$ cat src/rtl/nvpm_pkg.sv
package nvpm_pkg;

    typedef enum logic [1:0] {
        PM_RUN   = 2'd0,
        PM_STBY  = 2'd1,
        PM_PGATE = 2'd2,
        PM_SLEEP = 2'd3
    } pm_mode_e;

    typedef enum logic [3:0] {
        ST_RUN     = 4'd0,
        ST_SAVE    = 4'd1,
        ST_LOAD    = 4'd2,
        ST_STBY    = 4'd3,
        ST_DN_BKP  = 4'd4,
        ST_DN_ISO  = 4'd5,
        ST_DN_SW   = 4'd6,
        ST_LP      = 4'd7,
        ST_UP_DCDC = 4'd8,
        ST_UP_SW   = 4'd9,
        ST_UP_RST  = 4'd10,
        ST_UP_ISO  = 4'd11
    } seq_state_e;

    typedef struct packed {
        logic iso_on;
        logic sw_off;
        logic sw_on;
        logic iso_off;
    } dom_cmd_t;

endpackage

$ cat src/rtl/nvpm_dom_slice.sv
module nvpm_dom_slice
    import nvpm_pkg::*;
(
    input  logic     clk,
    input  logic     rst_n,
    input  dom_cmd_t cmd,
    input  logic     sel,
    output logic     sw_en,
    output logic     iso_en
);

    always_ff @(posedge clk or negedge rst_n) begin
        if (!rst_n) begin
            iso_en <= 1'b0;
        end else if (cmd.iso_on && sel) begin
            iso_en <= 1'b1;
        end else if (cmd.iso_off) begin
            iso_en <= 1'b0;
        end
    end

    always_ff @(posedge clk or negedge rst_n) begin
        if (!rst_n) begin
            sw_en <= 1'b1;
        end else if (cmd.sw_off && sel && iso_en) begin
            sw_en <= 1'b0;
        end else if (cmd.sw_on) begin
            sw_en <= 1'b1;
        end
    end

endmodule

$ cat src/rtl/nvpm_ctx_track.sv
module nvpm_ctx_track (
    input  logic clk,
    input  logic rst_n,
    input  logic bkp_done,
    input  logic load_accept,
    input  logic load_reject,
    output logic ctx_valid,
    output logic load_err
);

    always_ff @(posedge clk or negedge rst_n) begin
        if (!rst_n) begin
            ctx_valid <= 1'b0;
        end else if (bkp_done) begin
            ctx_valid <= 1'b1;
        end
    end

    always_ff @(posedge clk or negedge rst_n) begin
        if (!rst_n) begin
            load_err <= 1'b0;
        end else if (load_reject) begin
            load_err <= 1'b1;
        end else if (load_accept) begin
            load_err <= 1'b0;
        end
    end

endmodule

$ cat src/rtl/nvpm_fsm.sv
module nvpm_fsm
    import nvpm_pkg::*;
#(
    parameter int ND = 11
) (
    input  logic          clk,
    input  logic          rst_n,
    input  logic          save_req,
    input  logic          load_req,
    input  logic          mode_vld,
    input  logic [1:0]    mode_sel,
    input  logic [ND-1:0] dom_keep,
    input  logic          wake_evt,
    input  logic          bkp_ack,
    input  logic          rst_ack,
    input  logic          all_pwr_good,
    input  logic          dcdc_ready,
    input  logic          ctx_valid,
    output seq_state_e    state_o,
    output pm_mode_e      mode_o,
    output logic [ND-1:0] down_mask,
    output dom_cmd_t      dom_cmd,
    output logic          clk_gate,
    output logic          dcdc_en,
    output logic          bkp_req,
    output logic          rst_req,
    output logic          bkp_done,
    output logic          load_accept,
    output logic          load_reject
);

    seq_state_e    state_q, state_d;
    pm_mode_e      mode_q, mode_d;
    logic [ND-1:0] mask_q, mask_d;
    logic          wake_pend_q;
    logic          wake_any;
    logic          in_down;

    assign wake_any = wake_evt || wake_pend_q;
    assign in_down  = (state_q == ST_DN_BKP) || (state_q == ST_DN_ISO) || (state_q == ST_DN_SW);

    // state register
    always_ff @(posedge clk or negedge rst_n) begin
        if (!rst_n) begin
            state_q     <= ST_RUN;
            mode_q      <= PM_RUN;
            mask_q      <= '0;
            wake_pend_q <= 1'b0;
        end else begin
            state_q <= state_d;
            mode_q  <= mode_d;
            mask_q  <= mask_d;
            if (in_down && wake_evt) begin
                wake_pend_q <= 1'b1;
            end else if ((state_q == ST_LP) || (state_q == ST_STBY) || (state_q == ST_RUN)) begin
                wake_pend_q <= 1'b0;
            end
        end
    end

    // next state
    always_comb begin
        state_d     = state_q;
        mode_d      = mode_q;
        mask_d      = mask_q;
        bkp_done    = 1'b0;
        load_accept = 1'b0;
        load_reject = 1'b0;
        unique case (state_q)
            ST_RUN: begin
                if (save_req) begin
                    state_d = ST_SAVE;
                end else if (load_req) begin
                    if (ctx_valid) begin
                        state_d     = ST_LOAD;
                        load_accept = 1'b1;
                    end else begin
                        load_reject = 1'b1;
                    end
                end else if (mode_vld) begin
                    unique case (pm_mode_e'(mode_sel))
                        PM_RUN: begin
                        end
                        PM_STBY: begin
                            state_d = ST_STBY;
                            mode_d  = PM_STBY;
                        end
                        PM_PGATE: begin
                            state_d = ST_DN_BKP;
                            mode_d  = PM_PGATE;
                            mask_d  = ~dom_keep;
                        end
                        PM_SLEEP: begin
                            state_d = ST_DN_BKP;
                            mode_d  = PM_SLEEP;
                            mask_d  = '1;
                        end
                    endcase
                end
            end
            ST_SAVE: begin
                if (bkp_ack) begin
                    state_d  = ST_RUN;
                    bkp_done = 1'b1;
                end
            end
            ST_LOAD: begin
                if (rst_ack) begin
                    state_d = ST_RUN;
                end
            end
            ST_STBY: begin
                if (wake_any) begin
                    state_d = ST_RUN;
                    mode_d  = PM_RUN;
                end
            end
            ST_DN_BKP: begin
                if (bkp_ack) begin
                    state_d  = ST_DN_ISO;
                    bkp_done = 1'b1;
                end
            end
            ST_DN_ISO: state_d = ST_DN_SW;
            ST_DN_SW:  state_d = ST_LP;
            ST_LP: begin
                if (wake_any) begin
                    state_d = (mode_q == PM_SLEEP) ? ST_UP_DCDC : ST_UP_SW;
                end
            end
            ST_UP_DCDC: begin
                if (dcdc_ready) begin
                    state_d = ST_UP_SW;
                end
            end
            ST_UP_SW: begin
                if (all_pwr_good) begin
                    state_d = ST_UP_RST;
                end
            end
            ST_UP_RST: begin
                if (rst_ack) begin
                    state_d = ST_UP_ISO;
                end
            end
            ST_UP_ISO: begin
                state_d = ST_RUN;
                mode_d  = PM_RUN;
            end
            default: state_d = ST_RUN;
        endcase
    end

    // outputs
    always_comb begin
        clk_gate        = !((state_q == ST_RUN) || (state_q == ST_SAVE) || (state_q == ST_LOAD));
        bkp_req         = (state_q == ST_SAVE) || (state_q == ST_DN_BKP);
        rst_req         = (state_q == ST_LOAD) || (state_q == ST_UP_RST);
        dcdc_en         = !((state_q == ST_LP) && (mode_q == PM_SLEEP));
        dom_cmd.iso_on  = (state_q == ST_DN_ISO);
        dom_cmd.sw_off  = (state_q == ST_DN_SW);
        dom_cmd.sw_on   = (state_q == ST_UP_SW);
        dom_cmd.iso_off = (state_q == ST_UP_ISO);
    end

    assign state_o   = state_q;
    assign mode_o    = mode_q;
    assign down_mask = mask_q;

endmodule

$ cat src/rtl/nvpm_ctrl.sv
module nvpm_ctrl
    import nvpm_pkg::*;
#(
    parameter int ND = 11
) (
    input  logic          clk,
    input  logic          rst_n,
    input  logic          save_req,
    input  logic          load_req,
    input  logic          mode_vld,
    input  logic [1:0]    mode_sel,
    input  logic [ND-1:0] dom_keep,
    input  logic          wake_evt,
    input  logic          bkp_ack,
    input  logic          rst_ack,
    input  logic [ND-1:0] pwr_good,
    input  logic          dcdc_ready,
    output logic [ND-1:0] dom_sw_en,
    output logic [ND-1:0] dom_iso_en,
    output logic          clk_gate,
    output logic          dcdc_en,
    output logic          bkp_req,
    output logic          rst_req,
    output logic          load_err,
    output logic [1:0]    status_mode,
    output logic [ND-1:0] status_dom_on
);

    seq_state_e    seq_state;
    pm_mode_e      cur_mode;
    logic [ND-1:0] down_mask;
    dom_cmd_t      dom_cmd;
    logic          ctx_valid;
    logic          bkp_done;
    logic          load_accept;
    logic          load_reject;

    nvpm_fsm #(.ND(ND)) fsm_i (
        .clk         (clk),
        .rst_n       (rst_n),
        .save_req    (save_req),
        .load_req    (load_req),
        .mode_vld    (mode_vld),
        .mode_sel    (mode_sel),
        .dom_keep    (dom_keep),
        .wake_evt    (wake_evt),
        .bkp_ack     (bkp_ack),
        .rst_ack     (rst_ack),
        .all_pwr_good(&pwr_good),
        .dcdc_ready  (dcdc_ready),
        .ctx_valid   (ctx_valid),
        .state_o     (seq_state),
        .mode_o      (cur_mode),
        .down_mask   (down_mask),
        .dom_cmd     (dom_cmd),
        .clk_gate    (clk_gate),
        .dcdc_en     (dcdc_en),
        .bkp_req     (bkp_req),
        .rst_req     (rst_req),
        .bkp_done    (bkp_done),
        .load_accept (load_accept),
        .load_reject (load_reject)
    );

    nvpm_ctx_track ctx_i (
        .clk        (clk),
        .rst_n      (rst_n),
        .bkp_done   (bkp_done),
        .load_accept(load_accept),
        .load_reject(load_reject),
        .ctx_valid  (ctx_valid),
        .load_err   (load_err)
    );

    for (genvar g = 0; g < ND; g++) begin : g_dom
        nvpm_dom_slice slice_i (
            .clk   (clk),
            .rst_n (rst_n),
            .cmd   (dom_cmd),
            .sel   (down_mask[g]),
            .sw_en (dom_sw_en[g]),
            .iso_en(dom_iso_en[g])
        );
    end

    assign status_mode   = cur_mode;
    assign status_dom_on = dom_sw_en & pwr_good;

endmodule

$ cat config.mk
export PLATFORM = sky130hd
export DESIGN_NAME = nvpm_ctrl
export DESIGN_NICKNAME = d
export VERILOG_FILES = /design/src/rtl/nvpm_pkg.sv /design/src/rtl/nvpm_dom_slice.sv /design/src/rtl/nvpm_ctx_track.sv /design/src/rtl/nvpm_fsm.sv /design/src/rtl/nvpm_ctrl.sv
export SDC_FILE = /design/constraint.sdc
export NUM_CORES = 1
export LEC_CHECK = 0
export BUFFER_PORTS_ARGS = -buffer_cell sky130_fd_sc_hd__buf_4
export CAP_MARGIN = 0
export CORE_AREA = 3 3 68 70
export CTS_BUF_LIST = sky130_fd_sc_hd__clkbuf_8
export DETAILED_ROUTE_END_ITERATION = 10
export DIE_AREA = 0 0 71 73
export HOLD_SLACK_MARGIN = 0.08
export PLACE_DENSITY = 0.79
export SETUP_SLACK_MARGIN = 0.4
export SYNTH_ARGS = -nofsm -noshare
export SYNTH_HDL_FRONTEND = slang
export SYNTH_SLANG_ARGS = --single-unit
export TNS_END_PERCENT = 1
$ cat constraint.sdc
create_clock -name clk -period 5.7 [get_ports clk]
set_input_delay 1.425 -clock clk [delete_from_list [all_inputs] [get_ports clk]]
set_output_delay 1.425 -clock clk [all_outputs]
set_load 0.05 [all_outputs]
# --- Word level (Yosys, flattened, before mapping) ---
# Index checks and enable logic that the tools add are counted.
word_totals:
  regBits: 42
  inputBits: 33
  output_inout_bits: 40
  elab_cells: 201
op_classes:
  n_eq_ne: 30
  mux: 60
  n_bitwise: 4
  n_reduce_logical: 79
ops:
  columns: ["op", "n"]
  rows:
  - ["2-bit nonzero test", 25]
  - ["4-bit two-way mux", 12]
  - ["4-bit case mux with 11 select lines", 1]
  - ["1-bit two-way mux", 39]
  - ["1-bit logical AND", 35]
  - ["11-bit case mux with 2 select lines", 1]
  - ["11-bit AND reduction", 2]
  - ["4-bit by 3-bit equality test with 1-bit output, second input constant", 4]
  - ["4-bit equality test, second input constant", 4]
  - ["2-bit != test, second input constant", 8]
  - ["2-bit case mux with 3 select lines", 2]
  - ["11-bit AND", 1]
  - ["11-bit NOT", 1]
  - ["1-bit logical OR", 9]
  - ["4-bit by 2-bit equality test with 1-bit output, second input constant", 2]
  - ["2-bit two-way mux", 4]
  - ["4-bit != test, second input constant", 2]
  - ["4-bit case mux with 2 select lines", 1]
  - ["2-bit equality test, second input constant", 3]
  - ["2-bit by 1-bit != test with 1-bit output, second input constant", 3]
  - ["6-bit AND reduction", 1]
  - ["5-bit != test, second input constant", 1]
  - ["5-bit AND reduction", 1]
  - ["4-bit by 1-bit equality test with 1-bit output, second input constant", 1]
  - ["other kinds (7)", 10]

# --- Longest topological paths before layout ---
logic_depth:
  ltp_word: 7
  depth_mapped: 8
  depth_no_buf: 7

# --- Hierarchy ---
# Synthesis repeated with hierarchy kept, for this count alone.
unflattened:
  cells_unflattened: 221
  area_unflattened_um2: 2140.8
modules_own_cells:
  columns: ["mod", "n_inst", "cells_per_inst", "area_per_inst_um2", "seq_area_each_um2"]
  rows:
  - ["nvpm_fsm", 1, 124, 1122.3, 450.4]
  - ["nvpm_dom_slice", 11, 7, 77.6, 51.3]
  - ["nvpm_ctrl", 1, 15, 97.6, 0.0]
  - ["nvpm_ctx_track", 1, 5, 67.6, 50.0]

# --- Worst setup path before layout ---
# Ideal clock, no wire load.
synth_timing:
  path_type: "input to output"
  from: "input port pwr_good[0]"
  to: "output port status_dom_on[0]"
  arrival_ns: 1.832
  required_time_ns: 4.275
  path_slack_ns: 2.443
  stages: 1
  n_path_buf: 0
  path_cell_list: "and2_1"
synth_between:
  elab_chain_cells: 1
synth_rtl:
  columns: ["item", "line", "text"]
  rows:
  - ["from (decl)", "nvpm_ctrl.sv:16", "input logic [ND-1:0] pwr_good,"]
  - ["11-bit AND", "nvpm_ctrl.sv:87", "assign status_dom_on = dom_sw_en & pwr_good;"]
  - ["to (decl)", "nvpm_ctrl.sv:26", "output logic [ND-1:0] status_dom_on"]
# Every way passes these cells.

# --- Worst setup path in the final report ---
layout_timing:
  from: "input port pwr_good[6]"
  to: "output port status_dom_on[6]"
# The elaborated chain is that of the path after synthesis.

==> metrics.txt <==
status=complete, no violations; number of enable flip-flop cells after synthesis=0; Max-Slew Margin vs Limit=0.253; drt pass-1 iters=4; R2R cell count=5; Synth area leader=dfrtp_1; first-pass GRT wire length=about 7900 µm; synth unique cells=39; number of max-cap violations=0; Synth async-reset ratio=1.00; final RePlAce weighted congestion=0.890; Period Utilization, post-route=0.574; PostCTS Resize Cnt=0; CTS Buf Count=5; Final nets=308; WP data arrival=1850 ps; Setup Crit Path Kind=primary input to output pin; total track usage=0.191; vias=1752; Syn Inst Count=223; synth cell count leaders=nor2_1 (36), dfrtp_1 (31), a31oi_1 (22), buf_4 (22), a22o_1 (12); Slew @ Worst Pin=1100 ps; initial cell density of the core=0.544; Hold Path Cell Cnt=1; vias in the first global route=1675; residual overflow from global routing=0; hpwl dp=~3600 µm; largest net degree at the start of global routing=43; CP required=4280 ps; Leak=around 1.2 nW; Tightest Hold Check Type=register to register; clock sinks=42; CP max FO=2; Fmax=306 MHz; setup TNS=0 ps; DRC=0; Die ar.=0.00518 mm²; ANT nets after route=0; Cell Area, Synth=0.00219 mm²; layout cells sized above 1=0.373; Final Power=~1.7 mW; Yosys warning count=0; CP startpoint kind=primary input; clock-pin slew on the worst setup and hold paths=80 ps; Root Driver=clkbuf_8; crit path time final=3270 ps; CTS tree=done; endpoints failing hold=0; diode count=0; setup violators final=0; # IOs=73; ys flop type=dfrtp_1; syn_nets=261; Die Ht=73 µm; WL per Instance=15.1 µm; fin. max-slew vios=0; core box area=0.00403 mm²; Seq cells post-synth=42; total setup buffers inserted after CTS=0; pwr dens=637 mW/mm²; final wirelength=4840 µm; H-tree lvl count=2; area grow syn2layout=22.8%; PortBufs=72; Synth area leaders=dfrtp_1 (35%), dfstp_2 (13%), buf_4 (7.5%), a31oi_1 (6.3%), nor2_1 (6.2%); clock latency on the worst-skew pair=290 ps; crit path capture type=output pin; CTS Hold Bufs=0; register area share after synthesis=0.485; Avg Cell Area, Syn=9.84 µm²; detailed-route vias per instance=5.46; skew final=8.15 ps; clk buf depth=2; initial antenna violation count=0; post-synth top area share=0.354; RSZ-0062 raised after global routing=false; Setup WS pre-CTS=2420 ps; count leader, synth=nor2_1; Worst VDD drop=between 0.3 and 0.4 mV; setup ws final=2430 ps; DR iter-0 viols=71; chip width=71 µm; # rows=23
## area by class of cell
cell class	instances	area (µm²)
tap	50	62.6
sequential	42	1060
clock inverter	2	12.5
fill	353	1340
inverter	3	11.3
clock buffer	6	82.6
multi-input combinational	145	912
timing repair buffer	73	548
## cells in the final DEF (no fill, tap or decap), types with 3 or more instances in the layout
master,n
dfrtp_1,31
clkbuf_8,6
a31oi_1,22
nand2_1,7
xnor2_1,3
o31ai_1,3
a21oi_1,3
and2_1,11
inv_1,3
nor2b_1,3
o21ai_0,5
buf_4,73
nor2_1,36
nand3_1,4
a22o_1,12
nand2b_1,3
dfstp_2,11
nor3_1,5
ha_1,5
## kinds of logic (layout without fill, tap and decap cells)
logic type | count (synthesis) | count (layout) | synth area share
xor+xnor | 3 | 3 | 0.0120
flops | 42 | 42 | 0.485
compound gates | 52 | 52 | 0.168
mux | 3 | 3 | 0.0171
buf+inv | 36 | 84 | 0.102
fa+ha+maj | 5 | 5 | 0.0285
simple gates | 82 | 82 | 0.187
## flip-flops by register name (all words and copies together) (netlist names)
register / count
ctx_i.ctx_valid: 1
ctx_i.load_err: 1
g_dom.slice_i.sw_en: 11
fsm_i.mode_o: 2
g_dom.slice_i.iso_en: 11
fsm_i.wake_pend_q: 1
fsm_i.down_mask: 11
fsm_i.state_o: 4
## where the power goes
| group | switching [mW] | leakage [nW] | internal (mW) |
|---|---|---|---|
| registers | 0.156 | 0.475 | 0.456 |
| logic | 0.589 | 0.728 | 0.320 |
| clock network | 0.0970 | 0.0472 | 0.0973 |
## per-stage QoR
step	instance area [µm²]	hold WS, ps	std cells	utilization
2_1_floorplan	2190	416	223	-
3_3_place_gp	2600	433	313	0.645
3_5_place_dp	2600	442	313	0.645
4_1_cts	2690	453	321	0.669
5_1_grt	2690	461	321	0.669
6_report	2690	452	321	0.669
## critical path, stage by stage
cell and delay, ps:
buf_4 110, and2_1 130, buf_4 180
## per-layer routing
metal  up-vias  wire length, µm  share of wire  global-route usage
li1        865                -              -                   -
met1       835             2310           0.48               0.270
met2        48             2220           0.46               0.296
met3         4              271          0.056              0.0441
met4         0               42         0.0087              0.0543
met5         -                0              0                   0
## final timing paths
kind / from / endpoint / slack, ps
hold / removal: fsm_i.down_mask[5] / g_dom[5].slice_i.sw_en / 450
setup / recovery: pwr_good[6] / status_dom_on[6] / 2430
hold reg to reg: fsm_i.down_mask[5] / g_dom[5].slice_i.sw_en / 450
setup reg to reg: fsm_i.state_o[0] / fsm_i.state_o[1] / 3120
max in group asynchronous: rst_n / g_dom[9].slice_i.sw_en / 4220
min in group asynchronous: rst_n / fsm_i.down_mask[6] / 1100
(Power assumes the default switching activity.)
